`config.mk`:
```
export PLATFORM = sky130hd
export DESIGN_NAME = serial_pm_ctrl
export DESIGN_NICKNAME = d
export VERILOG_FILES = /design/src/rtl/serial_pm_pkg.sv /design/src/rtl/pm_core_rst_gen.sv /design/src/rtl/pm_mode_fsm.sv /design/src/rtl/serial_pm_ctrl.sv
export SDC_FILE = /design/constraint.sdc
export NUM_CORES = 1
export LEC_CHECK = 0
export BUFFER_PORTS_ARGS = -buffer_cell sky130_fd_sc_hd__buf_2
export CAP_MARGIN = 20
export CORE_AREA = 2 2 39 41
export CTS_CLUSTER_SIZE = 25
export DETAILED_ROUTE_END_ITERATION = 12
export DIE_AREA = 0 0 41 43
export SETUP_SLACK_MARGIN = 0.1
export SYNTH_ARGS = -nofsm -noshare
export SYNTH_HDL_FRONTEND = slang
export SYNTH_SLANG_ARGS = --single-unit
```
`constraint.sdc`:
```
create_clock -name clk_i -period 1.7 [get_ports clk_i]
set_clock_uncertainty 0.05 [all_clocks]
set_input_delay 0.34 -clock clk_i [delete_from_list [all_inputs] [get_ports clk_i]]
set_output_delay 0.34 -clock clk_i [all_outputs]
set_load 0.01 [all_outputs]
```
`src/rtl/serial_pm_pkg.sv`:
```
package serial_pm_pkg;
  typedef enum logic [1:0] {
    PM_RUN  = 2'd0,
    PM_WAIT = 2'd1,
    PM_STOP = 2'd2
  } pm_mode_e;
endpackage

```
`src/rtl/pm_core_rst_gen.sv`:
```
module pm_core_rst_gen #(
  parameter int unsigned RST_CYCLES = 4
) (
  input  logic clk_i,
  input  logic rst_ni,
  input  logic wake_rst_i,
  output logic core_rst_o
);
  localparam int unsigned CW = $clog2(RST_CYCLES + 1);
  localparam logic [CW-1:0] LOAD = CW'(RST_CYCLES);

  logic [CW-1:0] cnt_q;

  always_ff @(posedge clk_i or negedge rst_ni) begin
    if (!rst_ni)                 cnt_q <= LOAD;
    else if (wake_rst_i)         cnt_q <= LOAD;
    else if (cnt_q != '0)        cnt_q <= cnt_q - 1'b1;
  end

  assign core_rst_o = (cnt_q != '0);

  a_r7_rst_reload: assert property (@(posedge clk_i) disable iff (!rst_ni)
    wake_rst_i |=> core_rst_o);
endmodule

```
`src/rtl/pm_mode_fsm.sv`:
```
module pm_mode_fsm
  import serial_pm_pkg::*;
(
  input  logic     clk_i,
  input  logic     rst_ni,
  input  logic     wait_req_i,
  input  logic     stop_req_i,
  input  logic     stop_in_wait_i,
  input  logic     wake_irq_i,
  input  logic     wake_rst_i,
  input  logic     core_busy_i,
  output pm_mode_e mode_o
);
  pm_mode_e mode_q, mode_d;

  always_comb begin
    mode_d = mode_q;
    if (wake_rst_i) begin
      mode_d = PM_RUN;
    end else begin
      unique case (mode_q)
        PM_RUN: if (!core_busy_i) begin
          if (stop_req_i)                       mode_d = PM_STOP;
          else if (wait_req_i && stop_in_wait_i) mode_d = PM_WAIT;
        end
        PM_WAIT: begin
          if (wake_irq_i)      mode_d = PM_RUN;
          else if (stop_req_i) mode_d = PM_STOP;
        end
        PM_STOP: if (wake_irq_i) mode_d = PM_RUN;
        default: mode_d = PM_RUN;
      endcase
    end
  end

  always_ff @(posedge clk_i or negedge rst_ni) begin
    if (!rst_ni) mode_q <= PM_RUN;
    else         mode_q <= mode_d;
  end

  assign mode_o = mode_q;

  a_r2_no_freeze: assert property (@(posedge clk_i) disable iff (!rst_ni)
    (mode_q == PM_RUN && wait_req_i && !stop_in_wait_i && !stop_req_i && !wake_rst_i)
    |=> mode_q == PM_RUN);
  a_r3_wait_freeze: assert property (@(posedge clk_i) disable iff (!rst_ni)
    (mode_q == PM_RUN && !core_busy_i && wait_req_i && stop_in_wait_i && !stop_req_i && !wake_rst_i)
    |=> mode_q == PM_WAIT);
  a_r4_stop_freeze: assert property (@(posedge clk_i) disable iff (!rst_ni)
    (mode_q != PM_STOP && !core_busy_i && stop_req_i && !wake_rst_i && !(mode_q == PM_WAIT && wake_irq_i))
    |=> mode_q == PM_STOP);
  a_r5_irq_resume: assert property (@(posedge clk_i) disable iff (!rst_ni)
    (mode_q != PM_RUN && wake_irq_i) |=> mode_q == PM_RUN);
  a_r8_busy_hold: assert property (@(posedge clk_i) disable iff (!rst_ni)
    (mode_q == PM_RUN && core_busy_i) |=> mode_q == PM_RUN);
endmodule

```
`src/rtl/serial_pm_ctrl.sv`:
```
module serial_pm_ctrl
  import serial_pm_pkg::*;
#(
  parameter int unsigned RST_CYCLES = 4
) (
  input  logic       clk_i,
  input  logic       rst_ni,
  input  logic       wait_req_i,
  input  logic       stop_req_i,
  input  logic       stop_in_wait_i,
  input  logic       wake_irq_i,
  input  logic       wake_rst_i,
  output logic       core_clk_en_o,
  output logic       core_rst_o,
  output logic [1:0] mode_o
);
  pm_mode_e mode;
  logic     core_rst;

  pm_core_rst_gen #(.RST_CYCLES(RST_CYCLES)) u_rst_gen (
    .clk_i      (clk_i),
    .rst_ni     (rst_ni),
    .wake_rst_i (wake_rst_i),
    .core_rst_o (core_rst)
  );

  pm_mode_fsm u_fsm (
    .clk_i          (clk_i),
    .rst_ni         (rst_ni),
    .wait_req_i     (wait_req_i),
    .stop_req_i     (stop_req_i),
    .stop_in_wait_i (stop_in_wait_i),
    .wake_irq_i     (wake_irq_i),
    .wake_rst_i     (wake_rst_i),
    .core_busy_i    (core_rst),
    .mode_o         (mode)
  );

  // core only advances in run; frozen core keeps its state
  assign core_clk_en_o = (mode == PM_RUN);
  assign core_rst_o    = core_rst;
  assign mode_o        = mode;

  a_r5_frozen_no_rst: assert property (@(posedge clk_i) disable iff (!rst_ni)
    (mode != PM_RUN) |-> !core_rst);
  a_r7_rst_to_run: assert property (@(posedge clk_i) disable iff (!rst_ni)
    wake_rst_i |=> (core_clk_en_o && core_rst_o));
endmodule

```
==> run_results.csv, run 1 <==
group,metric,value,unit
status,status,"finished, final reports clean",
setup_path,crit_arrival,1130,ps
floorplanning,chipWidth,41,um
setup_path,cp-start-kind,"flip-flop",
floorplanning,fp.dieArea,1760,um^2
route,num_vias,262,
floorplanning,die_h,43,um
layout,drive_gt1_share,41.9,%
floorplanning,coreArea,1380,um^2
sta,finalHoldViolCount,0,
sta,worst_slack,175,ps
route,drtPass1Iterations,2,
synthesis,syn_inst,28,
setup_path,crit_type,"reg -> out",
pwr,leakagePower,0.192,nW
route,wl,545,um
sta,slew_viol_final,0,
sta,rsz0062_at_grt,"false",
cts,cts_num_sinks,5,
placement,io_buffers,10,
sta,tns,0,ps
route,drcViolationCount,0,
synthesis,yosysTopAreaCell,"dfrtp_1",
layout,fillers,150,
cts,clock-root-buffer,"clkbuf_4",
global_route,grt.total_usage,8.46,%
cts,cts_max_level,1,
synthesis,synth_top_cell_area_share,35.1,%
synthesis,avgSynthCellArea,10.2,um^2
global_route,gr-total-overflow,0,
cts,cts.reportedPaths.clkPinSlew,40,ps
placement,gp_congestion,0.722,
pwr,peakVddDrop,0.519,mV
sta,finalSetupViolCount,0,
sta,fin_crit_sh,89.7,%
synthesis,synth_area_leaders,"dfrtp_1 35%, dfstp_2 9.2%, ha_1 8.8%",
global_route,grt_pass1_wl,931,um
placement,place_ws,212,ps
sta,post-route-min-period,1520,ps
setup_path,cp.required,1310,ps
worst_hold_path,hold_class,"in -> reg",
sta,worstMarginPinSlew,360,ps
job,max_cap_violations,0,
placement,dpl.hpwl,440,um
floorplanning,start_util,20.6,%
layout,areaGrowthSynthToFinish,40.8,%
route,dr.first_iter.drc_count,1,
route,ant_nets,0,
setup_path,crit_path_end_kind,"output port",
global_route,grt_max_degree,8,
cts,clk_latency,240,ps
layout,layout.nets,53,
synthesis,synth.yosys.warnings,0,
cts,clockBufferDepth,2,
synthesis,synth_seq_cells,5,
global_route,first_global_vias,246,
synthesis,syn_nets,37,
synthesis,ys_seq_area_share,44.3,%
synthesis,netlist_area,285,um^2
cts,cts_setup_buffers,0,
sta,slew_headroom,75.4,%
cts,cts_buffers,3,
pwr,power_density,1350,nW/um^2
setup_path,worst-path-max-fanout,5,
sta,max_freq,656,MHz
route,wl_per_cell,9.24,um
floorplanning,rows,14,
cts,tritoncts,"built",
synthesis,ys_types,17,
route,vias_per_cell,4.44,
floorplanning,pin_count,11,
layout,antenna_cells_inserted,0,
global_route,antenna_found_initial,0,
-- worst paths after layout --
check	depth (start not counted)	slack, ps	end	startpoint
worst max register to register	5	260	u_fsm.mode_o[1]$_DFFE_PN0P_	u_rst_gen.cnt_q[0]$_DFFE_PN0P_
worst min register to register	2	490	u_rst_gen.cnt_q[0]$_DFFE_PN0P_	u_rst_gen.cnt_q[0]$_DFFE_PN0P_
min in group asynchronous	2	390	u_fsm.mode_o[0]$_DFFE_PN0P_	rst_ni
worst max-delay path	4	180	core_rst_o	u_rst_gen.cnt_q[0]$_DFFE_PN0P_
max in group asynchronous	2	990	u_rst_gen.cnt_q[2]$_DFFE_PN1P_	rst_ni
worst min-delay path	2	290	u_rst_gen.cnt_q[0]$_DFFE_PN0P_	wake_rst_i
-- final cells by class --
cell class,instances,area [um^2],share of cell area (%)
Sequential cell,5,126,31.5
Inverter,4,15.0,3.74
Tap cell,16,20.0,4.98
Multi-Input combinational cell,19,154,38.3
Clock buffer,4,26.3,6.54
Timing Repair Buffer,11,60.1,15.0
-- power breakdown --
| group | leakage (nW) | internal [mW] | total (mW) | switching, mW |
|---|---|---|---|---|
| registers | 0.0628 | 0.164 | 0.194 | 0.0298 |
| clock network | 0.0150 | 0.0887 | 0.136 | 0.0475 |
| logic | 0.114 | 0.103 | 0.211 | 0.108 |
| total | 0.192 | 0.356 | 0.541 | 0.185 |
-- synthesized netlist by cell type --
| cell | instances |
|---|---|
| a2111oi_0 | 1 |
| a211oi_1 | 2 |
| a21oi_1 | 1 |
| dfrtp_1 | 4 |
| dfstp_2 | 1 |
| ha_1 | 2 |
| inv_1 | 4 |
| mux2_1 | 1 |
| nand2_1 | 1 |
| nand2b_1 | 2 |
| nor2_1 | 3 |
| nor3_2 | 1 |
| o21ai_1 | 1 |
| o2bb2ai_1 | 1 |
| o31ai_1 | 1 |
| or3_4 | 1 |
| xnor2_1 | 1 |
-- routing by layer --
metal  share of wire (%)  track usage [%]  vias up
met1                  39             7.79      129
met4                   0                0        0
met5                   0                0        -
met3                 9.9             9.42        0
met2                  51             13.1        6
li1                    -                -      127
-- kinds of logic after synthesis --
kind of cell / count (synthesis) / share of synthesized area (%)
xor+xnor: 1 / 3.07
fa+ha+maj: 2 / 8.77
buf+inv: 4 / 5.26
compound gates: 7 / 17.5
mux: 1 / 3.95
flops: 5 / 44.3
simple gates: 8 / 17.1
-- stage by stage --
stage	hold slack (ps)	utilization (%)	power [mW]	instances	instance area (um^2)
final	286	29.0	0.541	59	402
after global routing	286	29.0	0.597	59	402
after CTS	287	28.8	0.545	59	399
after detailed placement	114	25.7	0.378	54	355
after global placement	110	25.7	0.371	54	355
after floorplan	-5.59	-	0.322	28	285
-- flip-flops by register name (all words and copies together), names as in the netlist --
name and count:
u_rst_gen.cnt_q 3, u_fsm.mode_o 2
-- cells in the final DEF (no fill, tap or decap), types with 2 or more instances in the layout --
| cell type | synthesis | final |
|---|---|---|
| buf_2 | 0 | 10 |
| inv_1 | 4 | 4 |
| dfrtp_1 | 4 | 4 |
| nor2_1 | 3 | 3 |
| clkbuf_4 | 0 | 3 |
| a211oi_1 | 2 | 2 |
-- critical path, cell delays in order (launching register included) --
cell and delay (ps):
dfrtp_1 380, inv_1 90, ha_2 210, nand2b_4 80
buf_2 140
-- repair_timing --
action,in CTS,in global routing
hold buffers,1,0
endpoints found under the hold margin,4,0
cloned,0,0
setup endpoints to repair,1,1
gates resized for setup,1,1
No activity file was read; power rests on OpenSTA's default activity.
==> run 2: changes to the inputs <==
Clock period 1.7 ns to 2 ns, I/O delays scaled along.
==> run_results.csv, run 2 (same netlist as run 1, synthesis figures left out) <==
group,metric,value,unit
placement,io_buffers,10,
pwr,p_sw_share,34.8,%
pwr,pwr-share-clk,27.1,%
route,num_vias,243,
layout,fillers,152,
global_route,first_global_vias,241,
route,ant_nets,0,
route,drtPass1Iterations,3,
route,vias_per_cell,4.12,
layout,largest_reg_flops,3,
layout,areaGrowthSynthToFinish,37.3,%
sta,slew_viol_final,0,
layout,final_common_cell,"buf_2",
setup_path,crit_chain,"inv_1, ha_1, nand2b_1, buf_2",
global_route,grt.total_usage,8.64,%
global_route,gr-total-overflow,0,
pwr,p_int,0.287,mW
sta,slew_headroom,77.2,%
pwr,leakagePower,0.185,nW
cts,cts_buffers,3,
global_route,grt_max_degree,8,
layout,antenna_cells_inserted,0,
sta,finalHoldViolCount,0,
route,dr.first_iter.drc_count,1,
layout,drive_gt1_share,37.2,%
setup_path,worst-path-max-fanout,5,
placement,gp_congestion,0.737,
pwr,seqPwrFrac,37.3,%
layout,layout.nets,53,
job,max_cap_violations,0,
global_route,grt_pass1_wl,972,um
pwr,peakVddDrop,0.468,mV
sta,max_freq,602,MHz
cts,clockBufferDepth,2,
layout,final_cell_mix,"10 x buf_2, 4 x inv_1, 4 x dfrtp_1, 3 x nor2_1, 3 x clkbuf_4",
setup_path,crit_type,"reg -> out",
placement,place_ws,526,ps
setup_path,crit_arrival,1210,ps
cts,clock-root-buffer,"clkbuf_4",
route,wl,547,um
floorplanning,coreArea,1380,um^2
pwr,power_density,1120,nW/um^2
layout,regMostFlops,"u_rst_gen.cnt_q",
floorplanning,die_h,43,um
setup_path,slowest_stage,"dfrtp_1",
status,status,"finished, final reports clean",
setup_path,cp-start-kind,"flip-flop",
route,wl_per_cell,9.27,um
floorplanning,pin_count,11,
floorplanning,fp.dieArea,1760,um^2
sta,finalSetupViolCount,0,
cts,cts_max_level,1,
sta,fin_crit_sh,83.0,%
worst_hold_path,hold_class,"in -> reg",
cts,cts_setup_buffers,0,
global_route,antenna_found_initial,0,
cts,cts_num_sinks,5,
pwr,power,0.440,mW
setup_path,critPathMaxStageDelay,360,ps
cts,cts.reportedPaths.clkPinSlew,50,ps
cts,clk_latency,240,ps
sta,worst_slack,339,ps
pwr,pwr-share-comb,35.6,%
floorplanning,start_util,20.6,%
setup_path,crit_path_end_kind,"output port",
sta,rsz0062_at_grt,"false",
setup_path,cp.required,1550,ps
cts,tritoncts,"built",
pwr,switchingPower,0.153,mW
sta,post-route-min-period,1660,ps
floorplanning,chipWidth,41,um
sta,worstMarginPinSlew,334,ps
sta,tns,0,ps
route,drcViolationCount,0,
floorplanning,rows,14,
## run 2: cell counts in the layout (fill, tap and decap cells not counted)
Identical to the previous run, type by type.
## run 2: what timing repair did
action | CTS | global route
hold buffers | 1 | 0
endpoints found under the hold margin | 4 | 0
gates resized for setup | 0 | 0
## run 2: metal layers
layer  global-route usage (%)  up-vias  part of all wire, %
li1                         -      128                    -
met1                     8.71      110                   39
met2                     12.8        5                   53
met3                     9.42        0                  6.9
met4                        0        0                    0
met5                        0        -                    0
## run 2: final timing paths
path | startpoint | to | depth (start not counted) | slack, ps
min in group asynchronous | rst_ni | u_fsm.mode_o[1]$_DFFE_PN0P_ | 2 | 450
max in group asynchronous | rst_ni | u_rst_gen.cnt_q[2]$_DFFE_PN1P_ | 2 | 1240
min | wake_rst_i | u_rst_gen.cnt_q[0]$_DFFE_PN0P_ | 2 | 350
max reg2reg | u_rst_gen.cnt_q[0]$_DFFE_PN0P_ | u_fsm.mode_o[1]$_DFFE_PN0P_ | 5 | 530
max | u_rst_gen.cnt_q[0]$_DFFE_PN0P_ | core_rst_o | 4 | 340
min reg2reg | u_rst_gen.cnt_q[0]$_DFFE_PN0P_ | u_rst_gen.cnt_q[0]$_DFFE_PN0P_ | 2 | 500
## run 2: power by group through the flow
stage,clock network [mW],logic [mW],registers (mW)
floorplan,0,0.111,0.163
finish,0.119,0.156,0.164
global route,0.135,0.180,0.167
global placement,0,0.157,0.165
CTS,0.126,0.162,0.164
detailed placement,0,0.158,0.166
## run 2: area by class of cell
type	instances	area (um^2)	area share, %
multi-input combinational	19	144	36.7
sequential	5	126	32.3
timing repair buffer	11	60.1	15.3
clock buffer	4	26.3	6.71
tap	16	20.0	5.11
inverter	4	15.0	3.83
## run 2: through the flow
stage          instances  hold WS (ps)  instance area [um^2]  util, %
3_5_place_dp          54           172                   355     25.7
6_report              59           346                   392     28.3
4_1_cts               59           340                   392     28.3
2_1_floorplan         28          54.4                   285        -
5_1_grt               59           349                   392     28.3
3_3_place_gp          54           170                   355     25.7
## run 2: worst max-delay path, delay by kind of cell, from the launching register on
| family | cells | cell delay (ps) |
|---|---|---|
| DFF | 1 | 360 |
| and+or+nand+nor | 1 | 170 |
| buffers and inverters | 2 | 230 |
| adders and majority gates | 1 | 210 |
